**config.mk**
```make
export PLATFORM = sky130hd
export DESIGN_NAME = acc_seq_ctrl
export DESIGN_NICKNAME = d
export VERILOG_FILES = /design/src/rtl/acc_seq_ctrl.sv
export SDC_FILE = /design/constraint.sdc
export NUM_CORES = 1
export LEC_CHECK = 0
export BUFFER_PORTS_ARGS = -buffer_cell sky130_fd_sc_hd__buf_2
export CORE_UTILIZATION = 60
export DETAILED_ROUTE_END_ITERATION = 16
export PLACE_DENSITY_LB_ADDON = 0.25
export SLEW_MARGIN = 25
export SYNTH_ARGS = -nofsm -noshare
export SYNTH_HDL_FRONTEND = slang
export SYNTH_SLANG_ARGS = --single-unit
```
**constraint.sdc**
```tcl
create_clock -name clk -period 7 [get_ports clk]
set_input_delay 1.4 -clock clk [delete_from_list [all_inputs] [get_ports clk]]
set_output_delay 1.4 -clock clk [all_outputs]
set_load 0.02 [all_outputs]
```
**src/rtl/acc_seq_ctrl.sv**
```systemverilog
module acc_seq_ctrl #(
  parameter int AW = 12,
  parameter int DW = 16,
  parameter int SW = 4
) (
  input  logic          clk,
  input  logic          rst_n,
  output logic [AW-1:0] mem_addr,
  input  logic [DW-1:0] mem_rdata,
  output logic [DW-1:0] mem_wdata,
  output logic          mem_we,
  output logic          rr_start,
  output logic [AW-1:0] rr_code,
  output logic [AW-1:0] pc_o,
  output logic [DW-1:0] ac_o,
  output logic          e_o,
  output logic [SW-1:0] step_o,
  output logic          running
);
  localparam int NT = 1 << SW;

  logic          s, ind, e;
  logic [SW-1:0] sc;
  logic [AW-1:0] ar, pc;
  logic [DW-1:0] ir, dr, ac;
  logic [NT-1:0] t;
  logic [7:0]    d;

  always_comb begin
    t = '0;
    t[sc] = 1'b1;
    d = '0;
    d[ir[DW-2 -: 3]] = 1'b1;
  end

  wire mref  = ~d[7];
  wire rr_go = s & t[3] & d[7] & ~ind;
  wire clr   = (t[3] & d[7]) | (t[4] & (d[3] | d[4])) |
               (t[5] & (d[0] | d[1] | d[2] | d[5])) | (t[6] & d[6]);

  assign mem_addr  = ar;
  assign mem_we    = s & ((t[4] & (d[3] | d[5])) | (t[6] & d[6]));
  assign mem_wdata = d[3] ? ac : d[5] ? DW'(pc) : dr;
  assign rr_start  = rr_go;
  assign rr_code   = ir[AW-1:0];
  assign pc_o      = pc;
  assign ac_o      = ac;
  assign e_o       = e;
  assign step_o    = sc;
  assign running   = s;

  always_ff @(posedge clk or negedge rst_n) begin
    if (!rst_n) begin
      s   <= 1'b1;
      sc  <= '0;
      pc  <= '0;
      ar  <= '0;
      ir  <= '0;
      dr  <= '0;
      ac  <= '0;
      e   <= 1'b0;
      ind <= 1'b0;
    end else if (s) begin
      sc <= clr ? '0 : sc + 1'b1;
      if (t[0]) ar <= pc;
      if (t[1]) begin
        ir <= mem_rdata;
        pc <= pc + 1'b1;
      end
      if (t[2]) begin
        ar  <= ir[AW-1:0];
        ind <= ir[DW-1];
      end
      if (t[3] & mref & ind) ar <= mem_rdata[AW-1:0];
      if (rr_go & ir[0]) s <= 1'b0;
      if (t[4] & (d[0] | d[1] | d[2] | d[6])) dr <= mem_rdata;
      if (t[4] & d[4]) pc <= ar;
      if (t[4] & d[5]) ar <= ar + 1'b1;
      if (t[5] & d[0]) ac <= ac & dr;
      if (t[5] & d[1]) {e, ac} <= {1'b0, ac} + {1'b0, dr};
      if (t[5] & d[2]) ac <= dr;
      if (t[5] & d[5]) pc <= ar;
      if (t[5] & d[6]) dr <= dr + 1'b1;
      if (t[6] & d[6] & (dr == '0)) pc <= pc + 1'b1;
    end
  end


  step_range_chk: assert property (@(posedge clk) disable iff (!rst_n)
    s |-> (t[NT-1:7] == '0));

  fetch_inc_chk: assert property (@(posedge clk) disable iff (!rst_n)
    (s && sc == SW'(1)) |=> (pc == AW'($past(pc) + 1'b1)));

  rr_restart_chk: assert property (@(posedge clk) disable iff (!rst_n)
    rr_start |=> (sc == '0));

  halt_freeze_chk: assert property (@(posedge clk) disable iff (!rst_n)
    !s |=> (!s && $stable(pc) && $stable(ac) && $stable(sc) && !mem_we));

  write_step_chk: assert property (@(posedge clk) disable iff (!rst_n)
    mem_we |-> (sc == SW'(4) || sc == SW'(6)));
endmodule

```
**After elaboration in Yosys (flattened, before gate mapping)**

Index checks and enable logic that the tools add are counted.

- Register bits after elaboration: 79
- Bits in latches: 0
- RAM bits: 0
- Bits in read-only memories: 0
- Output and inout bits: 76
- Word-level logic and storage cells: 88
- Memories kept: 0

- Add/sub/neg operators: 5
- Multipliers: 0
- Divide/modulo/power cells: 0
- Order comparisons: 4
- Equality and inequality tests: 0
- Shift operators: 0
- Mux-type cells: 22
- Bitwise logic cells: 34
- Reductions and logical operators: 14

Operators with widths:

| operator | count |
|---|---|
| $mux 16 | 7 |
| $mux 12 | 8 |
| $add 12x1->12 const B | 2 |
| $and 1x1->1 | 21 |
| $add 16x16->17 | 1 |
| $add 16x1->16 const B | 1 |
| $and 16x16->16 | 1 |
| $logic_not 16->1 | 1 |
| $reduce_and 2->1 | 7 |
| $or 1x1->1 | 10 |
| $reduce_bool 4->1 | 2 |
| $lt 4x5->1 const B | 1 |
| $add 4x1->4 const B | 1 |
| $demux 1 s4 | 1 |
| $ge 4x1->1 const B | 1 |
| $lt 3x4->1 const B | 1 |
| $mux 1 | 4 |
| $mux 4 | 1 |
| $demux 1 s3 | 1 |
| $ge 3x1->1 const B | 1 |
| $reduce_bool 3->1 | 1 |
| $logic_and 1x1->1 | 2 |
| $not 1->1 | 2 |
| $reduce_bool 2->1 | 1 |

**Logic depth before layout (Yosys ltp)**

- Depth after elaboration: 11
- Depth in mapped cells: 11

**Worst setup path after synthesis**

No wires, ideal clock.

- Kind: flip-flop to output port
- From: register ir[13]
- To: output port mem_wdata[11]
- Arrival: 1.766 ns
- Required time: 5.600 ns
- Slack: 3.834 ns
- Stages on the path, launching flop included: 9
- Buffers on the path: 3
- Path through: dfrtp_1 buf_2 buf_1 nand2_1 nand2_1 nor2_1 clkbuf_1 nor2_1 a21oi_1

- Word-level cells in the longest chain between the ends: 6

Ends and longest elaborated chain:

| element | RTL line | source |
|---|---|---|
| from (decl) | 25 | `logic [DW-1:0] ir, dr, ac;` |
| from (signal assigned) | 67 | `ir <= mem_rdata;` |
| $lt 3x4->1 (implied by the code) or $ge 3x1->1 (tied branches) | 33 | `d[ir[DW-2 -: 3]] = 1'b1;` |
| $logic_and 1x1->1 (implied by the code) | 33 |  |
| $mux 1 (implied by the code) | 33 |  |
| $demux 1 s3 (*) | 33 |  |
| $mux 16 | 43 | `assign mem_wdata = d[3] ? ac : d[5] ? DW'(pc) : dr;` |
| $mux 16 (*) | 43 |  |
| to (decl) | 10 | `output logic [DW-1:0] mem_wdata,` |

Every way passes the cells marked *; elsewhere a longest branch is shown, timed or not.

**Final worst setup path**

- From: register ir[12]
- To: output port mem_we

- Word-level cells in the longest chain between the ends: 8

Ends and longest elaborated chain:

| element | RTL line | source |
|---|---|---|
| $lt 3x4->1 (implied by the code) or $ge 3x1->1 (tied branches) | 33 |  |
| $logic_and 1x1->1 (implied by the code) | 33 |  |
| $mux 1 (implied by the code) | 33 |  |
| $demux 1 s3 (*) | 33 |  |
| $or 1x1->1 | 42 | `assign mem_we = s & ((t[4] & (d[3] \| d[5])) \| (t[6] & d[6]));` |
| $and 1x1->1 | 42 |  |
| $or 1x1->1 (*) | 42 |  |
| $and 1x1->1 (*) | 42 |  |
| to (decl) | 11 | `output logic mem_we,` |

Marked as above.

==> Flow_metrics.wiki <==
{| class="wikitable"
! Metric !! Value
|-
| Maximum number of pins on one net before global-route repair || 80
|-
| Detailed Route WL || 18400 µm
|-
| Unrepaired setup endpoints after global routing || no
|-
| Final total negative setup slack || 0 ps
|-
| Final count of pins violating max slew || 0
|-
| Most common flop cell mapped by yosys || sky130_fd_sc_hd__dfrtp_1
|-
| Row count || 36
|-
| Cells after Synth || 758
|-
| Flops & latches, synth || 79
|-
| Average wire per standard cell || 19.70 µm
|-
| Share of synthesized flip-flops with an asynchronous set or reset || 100.0%
|-
| Vias || 6264
|-
| Iteration-0 DRC Markers || 630
|-
| Data required time of the worst path || 5600 ps
|-
| Global-route total usage across every layer || 35.76%
|-
| Relative slew slack || 32.04%
|-
| Final hold viol count || 0
|-
| Cell type with the largest total area after synthesis || sky130_fd_sc_hd__dfrtp_1
|-
| Number of inserted diodes || 0
|-
| Top cells by instance count after synthesis || 84 x sky130_fd_sc_hd__a21oi_1, 83 x sky130_fd_sc_hd__nand2_1, 78 x sky130_fd_sc_hd__dfrtp_1
|-
| Top cells by area in the synthesized netlist || sky130_fd_sc_hd__dfrtp_1 32%, sky130_fd_sc_hd__a21oi_1 6.9%, sky130_fd_sc_hd__nand2_1 5.1%, sky130_fd_sc_hd__ha_1 5.0%, sky130_fd_sc_hd__nor2_1 4.5%
|-
| Initial antenna violation count || 0
|-
| Core box area || 9774 µm²
|-
| Post-layout nets || 839
|-
| Post-Synthesis Mean Instance Area || 7.983 µm²
|-
| Synth unique cells || 69
|-
| Count of fill cells added during filler insertion || 838
|-
| Remaining number of nets flagged by the antenna check after routing || 0
|-
| Tcrit/Tclk final || 61.96%
|-
| Placed Cells || 918
|-
| Yosys synthesis warning count || 0
|-
| EDFF count, synth || 0
|-
| Root buffer selected by CTS || sky130_fd_sc_hd__clkbuf_8
|-
| Depth of the CTS H-tree || 3
|-
| Vias in the first global route || 5589
|-
| Time the final worst path needs with I/O delays and setup || 4338 ps
|-
| Sequential cell area fraction in the yosys report || 32.69%
|-
| Outcome || finished, final reports clean
|-
| Total DRC errors in the routed layout || 0
|-
| Last weighted congestion value of the routability-driven placer || 0.9344
|-
| Critical path launch point type || flop
|-
| Max capacitance violation total || 0
|-
| CP Capture Type || output pin
|-
| TritonCTS clock tree || built
|-
| Total die area || 10490 µm²
|-
| Port bufs || 93
|-
| Clock Latency Late Sink || 370 ps
|-
| Width of the die || 102.4 µm
|-
| Clock Pin Slew Worst Setup and Hold Paths || 80 ps
|-
| Hold-fix buffers at CTS || 0
|-
| Setup-violating endpoint count in the final report || 0
|-
| Number of sinks on the clock net || 79
|-
| Top-Level Pins || 94
|-
| DR pass1 iterations || 6
|-
| Post-Syn Area || 6051 µm²
|-
| Share of cells above drive strength 1 || 16.98%
|-
| Area fraction of the dominant cell type after synthesis || 32.26%
|-
| Post-CTS setup repair buffer count || 0
|-
| Largest driver fanout on the critical path || 26
|-
| Number of buffers between clock root and the deepest sink || 2
|-
| Dominant cell by count in the synthesized netlist || sky130_fd_sc_hd__a21oi_1
|-
| Worst Max-Slew Pin Slew || 1016 ps
|-
| Sum of overflow across all layers after global routing || 0
|-
| Critical Setup Path Class || reg2out
|-
| DIE HEIGHT || 102.4 µm
|-
| Highest attainable clock frequency || 0.2305 GHz
|-
| PostCTS Resize Cnt || 0
|-
| Area growth, synth to finish || 8.912%
|-
| Setup Skew || 11.59 ps
|-
| Worst hold margin || 499.2 ps
|-
| Worst setup slack before clock tree synthesis || 3196 ps
|-
| Worst hold-check path type || reg2reg
|-
| Peak supply drop || 101.0 µV
|-
| HPWL after DPL || 13030 µm
|-
| Arrival time at the worst endpoint || 2940 ps
|-
| Power density relative to cell area || 137.6 nW/µm²
|-
| Least setup slack across all paths after layout || 2662 ps
|-
| Number of cells in the finished layout apart from fillers || 934
|-
| Total nets after synthesis || 801
|-
| TritonCTS buffer count || 9
|-
| Standby leakage power || 0.002902 µW
|-
| Routed vias/inst || 6.707
|-
| Initial cell density of the core || 61.90%
|-
| Global-route wire length before repair || 28610 µm
|}
[through the flow]
stage | power, µW | instance area, µm² | utilization, %
after global placement | 486.1 | 6335 | 64.81
after CTS | 903.5 | 6574 | 67.26
after global routing | 925.2 | 6590 | 67.42
after floorplan | 468.2 | 6051 | -
final | 907.0 | 6590 | 67.42
after detailed placement | 486.8 | 6335 | 64.81
[sequential cells by signal, indices dropped and copies added, names as in the netlist]
name,count
ac_o,16
dr,16
e_o,1
ind,1
ir,16
mem_addr,12
pc_o,12
running,1
step_o,4
[power breakdown]
part / total, µW / switching, µW / internal (µW)
combinational: 21.9 / 16.2 / 5.70
sequential: 456 / 0 / 456
clock: 429 / 181 / 248
total: 907 / 198 / 709
[routing by layer]
| metal | part of all wire (%) | track usage [%] | wire length [µm] | vias up |
|---|---|---|---|---|
| met1 | 40 | 47.45 | 7374 | 2928 |
| met4 | 4.6 | 20.66 | 843 | 0 |
| met5 | 0 | 0 | 0 | - |
| met2 | 46 | 56.00 | 8513 | 402 |
| li1 | - | - | - | 2851 |
| met3 | 9.1 | 4.925 | 1672 | 83 |
[final cells by class]
type	count	area [µm²]	area share [%]
repair buffers	94	479.2	7.272
clock inverters	3	90.09	1.367
flip-flops and latches	79	1978	30.02
well taps	133	166.4	2.525
clock buffers	13	148.9	2.259
inverters	12	45.04	0.6835
multi-input cells	600	3682	55.88
[cells in the final DEF, fill, tap and decap left out, types with 7 or more instances in the layout]
cell type,netlist,routed
sky130_fd_sc_hd__a21oi_1,84,84
sky130_fd_sc_hd__a31oi_1,10,10
sky130_fd_sc_hd__and3_1,21,21
sky130_fd_sc_hd__buf_2,22,92
sky130_fd_sc_hd__clkbuf_8,0,10
sky130_fd_sc_hd__dfrtp_1,78,78
sky130_fd_sc_hd__ha_1,24,24
sky130_fd_sc_hd__inv_1,12,12
sky130_fd_sc_hd__mux2_2,17,17
sky130_fd_sc_hd__mux2i_1,11,11
sky130_fd_sc_hd__nand2_1,83,83
sky130_fd_sc_hd__nand3_1,34,34
sky130_fd_sc_hd__nand4_1,10,10
sky130_fd_sc_hd__nor2_1,73,73
sky130_fd_sc_hd__nor2b_1,12,12
sky130_fd_sc_hd__nor3_1,9,9
sky130_fd_sc_hd__nor3b_1,9,9
sky130_fd_sc_hd__o211ai_1,7,7
sky130_fd_sc_hd__o21ai_0,25,25
sky130_fd_sc_hd__o21ai_1,44,44
sky130_fd_sc_hd__o22ai_1,27,27
[logic make-up after synthesis]
kind of cell    synth area share, %
simple gates                  22.58
compound gates                26.49
buf+inv                       6.658
flops                         32.69
mux                           4.983
fa+ha+maj                     5.294
xor+xnor                      1.303
[path summary, 6_finish.rpt]
kind	from	endpoint	slack, ps	depth (start not counted)
setup / recovery	ir[12]	mem_we	2660	5
hold / removal	ir[0]	running	500	1
setup reg to reg	step_o[1]	ac_o[13]	3900	8
hold reg to reg	ir[0]	running	500	1
max in group asynchronous	rst_n	step_o[2]	5410	1
min in group asynchronous	rst_n	ac_o[13]	1030	1
[critical path, stage by stage (launching register included)]
cell and delay [ps]:
sky130_fd_sc_hd__dfrtp_1 950, sky130_fd_sc_hd__nand2_1 260, sky130_fd_sc_hd__nor2_1 850, sky130_fd_sc_hd__nand2_1 90
sky130_fd_sc_hd__a21boi_0 220, sky130_fd_sc_hd__buf_2 200
Power figures use the tool's default switching activity.
